`config.mk`:
```
export PLATFORM = sky130hd
export DESIGN_NAME = bitser_accum
export DESIGN_NICKNAME = d
export VERILOG_FILES = /design/src/rtl/bsa_pkg.sv /design/src/rtl/bsa_sreg.sv /design/src/rtl/bsa_carry_cell.sv /design/src/rtl/bsa_seq_ctrl.sv /design/src/rtl/bitser_accum.sv
export SDC_FILE = /design/constraint.sdc
export NUM_CORES = 1
export LEC_CHECK = 0
export ABC_AREA = 0
export BUFFER_PORTS_ARGS = -buffer_cell sky130_fd_sc_hd__buf_2
export CAP_MARGIN = 20
export CORE_MARGIN = 2
export CORE_UTILIZATION = 47
export DETAILED_ROUTE_END_ITERATION = 7
export PLACE_DENSITY = 0.76
export SYNTH_ARGS = -nofsm -noshare
export SYNTH_HDL_FRONTEND = slang
export SYNTH_SLANG_ARGS = --single-unit
```
`constraint.sdc`:
```
create_clock -name clk -period 1.8 [get_ports clk]
set_clock_uncertainty 0.15 [all_clocks]
set_input_delay 0.36 -clock clk [delete_from_list [all_inputs] [get_ports clk]]
set_output_delay 0.36 -clock clk [all_outputs]
set_load 0.1 [all_outputs]
```
`src/rtl/bsa_pkg.sv`:
```
package bsa_pkg;
  typedef enum logic {
    PH_IDLE = 1'b0,
    PH_RUN  = 1'b1
  } phase_e;
endpackage

```
`src/rtl/bsa_sreg.sv`:
```
// Right-shifting register with parallel load; load has priority over shift.
module bsa_sreg #(
  parameter int W = 4
) (
  input  logic         clk,
  input  logic         rst,
  input  logic         ld,
  input  logic [W-1:0] din,
  input  logic         sh,
  input  logic         sin,
  output logic [W-1:0] q,
  output logic         sout
);
  logic [W-1:0] q_r;

  always_ff @(posedge clk) begin
    if (rst)     q_r <= '0;
    else if (ld) q_r <= din;
    else if (sh) q_r <= {sin, q_r[W-1:1]};
  end

  assign q    = q_r;
  assign sout = q_r[0];

  // parallel write lands one edge later
  p_load_r2: assert property (@(posedge clk) disable iff (rst)
    ld |=> q == $past(din));
  // a shift moves the serial bit into the top position
  p_shift_top_r3: assert property (@(posedge clk) disable iff (rst)
    (!ld && sh) |=> q[W-1] == $past(sin));
  // without a load or shift the register keeps its value
  p_hold_r10: assert property (@(posedge clk) disable iff (rst)
    (!ld && !sh) |=> $stable(q));
endmodule

```
`src/rtl/bsa_carry_cell.sv`:
```
// Full adder with a registered carry fed back on the next edge.
module bsa_carry_cell (
  input  logic clk,
  input  logic rst,
  input  logic clr,
  input  logic en,
  input  logic x,
  input  logic y,
  output logic s,
  output logic cout,
  output logic cy_q
);
  logic cy_r;

  assign s    = x ^ y ^ cy_r;
  assign cout = (x & y) | (x & cy_r) | (y & cy_r);
  assign cy_q = cy_r;

  always_ff @(posedge clk) begin
    if (rst || clr) cy_r <= 1'b0;
    else if (en)    cy_r <= cout;
  end

  // a clear always leaves the carry at zero
  p_clr_zero_r8: assert property (@(posedge clk) disable iff (rst)
    clr |=> !cy_q);
  // carry only moves while enabled
  p_cy_hold_r10: assert property (@(posedge clk) disable iff (rst)
    (!clr && !en) |=> $stable(cy_q));
endmodule

```
`src/rtl/bsa_seq_ctrl.sv`:
```
// Pass sequencer: counts N shift cycles and pulses done once.
module bsa_seq_ctrl
  import bsa_pkg::*;
#(
  parameter int N = 4
) (
  input  logic clk,
  input  logic rst,
  input  logic start,
  output logic busy,
  output logic first,
  output logic last,
  output logic start_ok,
  output logic done
);
  localparam int CW = (N > 2) ? $clog2(N) : 1;
  localparam logic [CW-1:0] LAST_CNT = CW'(N - 1);

  phase_e        ph;
  logic [CW-1:0] cnt;
  logic          done_r;

  assign busy     = (ph == PH_RUN);
  assign first    = busy && (cnt == '0);
  assign last     = busy && (cnt == LAST_CNT);
  assign start_ok = start && !busy;
  assign done     = done_r;

  always_ff @(posedge clk) begin
    if (rst) begin
      ph     <= PH_IDLE;
      cnt    <= '0;
      done_r <= 1'b0;
    end else begin
      done_r <= 1'b0;
      unique case (ph)
        PH_IDLE: begin
          if (start) begin
            ph  <= PH_RUN;
            cnt <= '0;
          end
        end
        PH_RUN: begin
          if (cnt == LAST_CNT) begin
            ph     <= PH_IDLE;
            done_r <= 1'b1;
          end else begin
            cnt <= cnt + 1'b1;
          end
        end
        default: ph <= PH_IDLE;
      endcase
    end
  end

  // done lasts one cycle
  p_done_pulse_r4: assert property (@(posedge clk) disable iff (rst)
    done |=> !done);
  // done only follows the last counted cycle of a pass
  p_done_after_last_r4: assert property (@(posedge clk) disable iff (rst)
    done |-> ($past(busy) && $past(cnt) == LAST_CNT));
  // a start during a pass neither restarts nor stalls the count
  p_start_dropped_r10: assert property (@(posedge clk) disable iff (rst)
    (busy && start && cnt != LAST_CNT) |=> (busy && cnt == $past(cnt) + 1'b1));
endmodule

```
`src/rtl/bitser_accum.sv`:
```
module bitser_accum #(
  parameter int N = 4
) (
  input  logic         clk,
  input  logic         rst,
  input  logic         a_load,
  input  logic [N-1:0] a_din,
  input  logic         b_load,
  input  logic [N-1:0] b_din,
  input  logic         b_ser_en,
  input  logic         b_ser_in,
  input  logic         start,
  output logic [N-1:0] a_q,
  output logic         done,
  output logic         carry_out
);
  logic         busy, first, last, start_ok;
  logic [N-1:0] acc_q, opd_q;
  logic         acc_lsb, opd_lsb;
  logic         sum_bit, cout, cy_q;
  logic         acc_ld, opd_ld, opd_sh, opd_sin;
  logic         sticky;

  assign acc_ld  = a_load && !busy;
  assign opd_ld  = b_load && !busy;
  assign opd_sh  = busy || b_ser_en;
  assign opd_sin = busy ? opd_lsb : b_ser_in;

  bsa_seq_ctrl #(.N(N)) u_ctrl (
    .clk(clk), .rst(rst), .start(start),
    .busy(busy), .first(first), .last(last),
    .start_ok(start_ok), .done(done)
  );

  bsa_sreg #(.W(N)) u_acc (
    .clk(clk), .rst(rst), .ld(acc_ld), .din(a_din),
    .sh(busy), .sin(sum_bit), .q(acc_q), .sout(acc_lsb)
  );

  bsa_sreg #(.W(N)) u_opd (
    .clk(clk), .rst(rst), .ld(opd_ld), .din(b_din),
    .sh(opd_sh), .sin(opd_sin), .q(opd_q), .sout(opd_lsb)
  );

  bsa_carry_cell u_fa (
    .clk(clk), .rst(rst), .clr(start_ok), .en(busy),
    .x(acc_lsb), .y(opd_lsb), .s(sum_bit), .cout(cout), .cy_q(cy_q)
  );

  always_ff @(posedge clk) begin
    if (rst)                  sticky <= 1'b0;
    else if (acc_ld)          sticky <= 1'b0;
    else if (last && cout)    sticky <= 1'b1;
  end

  assign a_q       = acc_q;
  assign carry_out = sticky;

  // Snapshots of the operands as a pass begins, for the checks below.
  logic [N-1:0] a_snap, b_snap;
  always_ff @(posedge clk) begin
    if (rst) begin
      a_snap <= '0;
      b_snap <= '0;
    end else if (first) begin
      a_snap <= acc_q;
      b_snap <= opd_q;
    end
  end

  // each pass begins with a zero carry
  p_cy_clear_r8: assert property (@(posedge clk) disable iff (rst)
    first |-> !cy_q);
  // the finished accumulator is the modular sum of the pass inputs
  p_sum_r5: assert property (@(posedge clk) disable iff (rst)
    done |-> a_q == N'(a_snap + b_snap));
  // the operand has circulated back into place
  p_restore_r7: assert property (@(posedge clk) disable iff (rst)
    done |-> opd_q == b_snap);
  // an accepted accumulator load clears the sticky carry
  p_sticky_clr_r9: assert property (@(posedge clk) disable iff (rst)
    acc_ld |=> !carry_out);
  // the sticky carry never drops except through a load
  p_sticky_keep_r9: assert property (@(posedge clk) disable iff (rst)
    (carry_out && !acc_ld) |=> carry_out);
endmodule

```
==> summary.md <==
| Metric | Value |
|---|---|
| First-pass GRT wire length | 1890 um |
| Period utilization | 89.84% |
| Hold Buf Count CTS | 0 |
| Cells after Synth | 66 |
| H-tree lvl count | 1 |
| CTS tree | done |
| IO Pins | 21 |
| WL per Instance | 12.15 um |
| GPL Wtd Cong | 0.7195 |
| Min Hold Slack | 266.5 ps |
| Antenna diodes | 0 |
| PortBufs | 20 |
| Skew-Pair Late Insertion Delay | ~270 ps |
| Placed cell areas | 752.0 um2 |
| CTS root buffer | clkbuf_4 |
| Final min period | about 1600 ps |
| Number of global-route vias before repair | 467 |
| Die Area | 1689 um2 |
| #FFs+latches synth | 14 |
| Design Area, Final | between 700 and 800 um2 |
| CP arrival | 1110 ps |
| Cts repair resizes | 0 |
| Postcts setup bufs | 0 |
| Worst Path Required | 1290 ps |
| CP endpoint kind | output pin |
| Synth Area in Simple Gates | 17.99% |
| Die span in x | 41.10 um |
| Grt total ovfl | 0 |
| Compound-Gate Fraction of Synth Area | 11.99% |
| Dpl cells | a little under 100 |
| Area leader, netlist | dfxtp_1 |
| Status | finished, final reports clean |
| Slowest cell delay on critical path | 450 ps |
| Routed WL | roughly 1200 um |
| Startpoint types | flip-flop |
| # rows | 13 |
| Chip height | between 40 and 50 um |
| TritonCTS Buffers | 3 |
| CP Class | flip-flop to output pin |
| Post-Syn Area | 646.9 um2 |
| Synth Area per Inst | ~9.8 um2 |
| Max-cap viol count | 0 |
| Initial antenna violation count | 0 |
| Max_slew headroom | 67.87% |
| Count of flip-flops with a built-in enable after synthesis | 0 |
| Post-route insts no fill | 101 |
| CTS clock-pin slew for the worst setup and hold paths | 80 ps |
| XOR/XNOR Fraction of Synth Area | 0% |
| Ys flop type | dfxtp_1 |
| Max Buffers Root-to-Sink | 2 |
| Layout cells sized above 1 | slightly below 30% |
| Power density over the cells | about 860 nW/um2 |
| Post-synth top area share | 43.33% |
| DRC Markers | 0 |
| Clk sink count | 14 |
| Vias per cell | slightly above 5 |
| Hold crit path type | input port to flip-flop |
| Critical path's top delay family | buffers and inverters |
| Critical path's slowest cell | buf_2 |
| Unrepaired setup endpoints after global routing | no |
| Leakage power | 0.3790 nW |
| Half-perimeter wire length after placement | between 900 and 1000 um |
| VDD IR-drop max | 0.5085 mV |
| Multiplexer share of the synthesized area | 17.79% |
| Starting density of the core | 49.71% |
| Pins Over Slew Limit | 0 |
| Largest family of logic cells by synthesized area | simple AND/OR/NAND/NOR gates |
| Ys async rst share | 0% |
| Peak Freq | 618.4 MHz |
| DR pass1 iterations | 2 |
| CP bufs+invs | 1 |
| Syn_nets | 83 |
| Core area | 1301 um2 |
| Top cells by area, synth | dfxtp_1, mux2i_1, mux2_1 |
| Final Hold Violating Endpoints | 0 |
| DRT antenna net count | 0 |
| Nets | 105 |
| Final setup vio count | 0 |
| Synth-to-layout area growth | 19.73% |
| Initial DRC count | 4 |
| GRT Util Overall | 17.58% |
| Synth Area in Adders | under 10% |
| Largest net degree at the start of global routing | 15 |
| Synth warn | 0 |
| Crit-path max FO | 3 |
| Final TNS setup | 0 ps |
| Critical-path cell list | buf_2 |
| Sequential area share after synthesis | 43.33% |
| Distinct cells, synth | 24 |
| Vias | between 500 and 600 |
| R2r setup slk | 390 ps |
| Worst Max-Slew Pin Slew | 485.3 ps |
==> cell type report <==
class / instances / area [um2]
clock buffers: 3 / 22.52
multi-input cells: 47 / 341.6
repair buffers: 21 / 107.6
fillers: 131 / 526.8
well taps: 15 / 18.77
flip-flops and latches: 14 / 280.3
inverters: 1 / 3.754
==> metal layers <==
metal,part of all wire [%],vias to the layer above,global-route usage (%)
met3,4.4,2,3.261
met1,48,233,20.00
met4,1.2,0,12.10
li1,-,273,-
met5,0,-,0
met2,46,8,29.30
==> metrics by stage <==
step,worst slack [ps],utilization (%),power [W]
after floorplan,247.2,-,0.0004644
after global placement,393.0,57.79,0.0004982
after detailed placement,362.6,57.79,0.0005032
after CTS,159.8,59.52,0.0006766
after global routing,126.4,59.52,0.0007024
final,182.9,59.52,0.0006667
==> cell usage after synthesis (all sizes together) (2+ instances only) <==
cell,number
nand3,2
dfxtp,14
mux2i,7
buf,4
nor2,11
a21oi,5
nand2b,3
a211oi,4
mux2,4
==> registers in the layout, indices dropped and copies added, names as in the netlist <==
signal and flops:
carry_out 1, u_ctrl.busy 1, u_ctrl.cnt 2, u_fa.cy_q 1
u_opd.q 4, u_acc.q 4, u_ctrl.done 1
==> placed cells by master (no fill, tap or decap), types with 2 or more instances in the layout <==
cell type and n:
a211oi_1 3, a21oi_1 5, buf_2 20, clkbuf_4 3
dfxtp_1 14, mux2_1 4, mux2i_1 7, nand2b_1 3
nand3_1 2, nor2_1 11
==> worst register-to-register path, cell delays in order, from the launching register on <==
cell and delay [ps]:
dfxtp_1 350, fa_1 440, a21o_1 160, a21oi_1 140, nor2_1 50
==> path summary, 6_finish.rpt <==
kind                       from       endpoint  cells past startpoint
setup reg to reg     u_acc.q[0]      carry_out                      4
hold reg to reg   u_ctrl.cnt[1]  u_ctrl.cnt[1]                      2
setup / recovery     u_acc.q[0]         a_q[0]                      1
hold / removal            start    u_ctrl.busy                      3
==> power breakdown <==
| part | internal (W) | leakage (nW) | switching (W) |
|---|---|---|---|
| Sequential | 0.000330 | 0.115 | 0.0000154 |
| Combinational | 0.0000517 | 0.250 | 0.0000972 |
| Clock | 0.0000774 | 0.0138 | 0.0000953 |
| Total | 0.000459 | 0.379 | 0.000208 |
==> logic make-up (layout without fill, tap and decap cells) <==
group | count (synthesis) | count (layout)
multiplexers | 11 | 11
AND/OR/NAND/NOR | 23 | 23
buffers and inverters | 5 | 25
flip-flops | 14 | 14
AO/OA/AOI/OAI | 11 | 11
adder cells (fa/ha/maj) | 2 | 2
(Power assumes the default switching activity.)
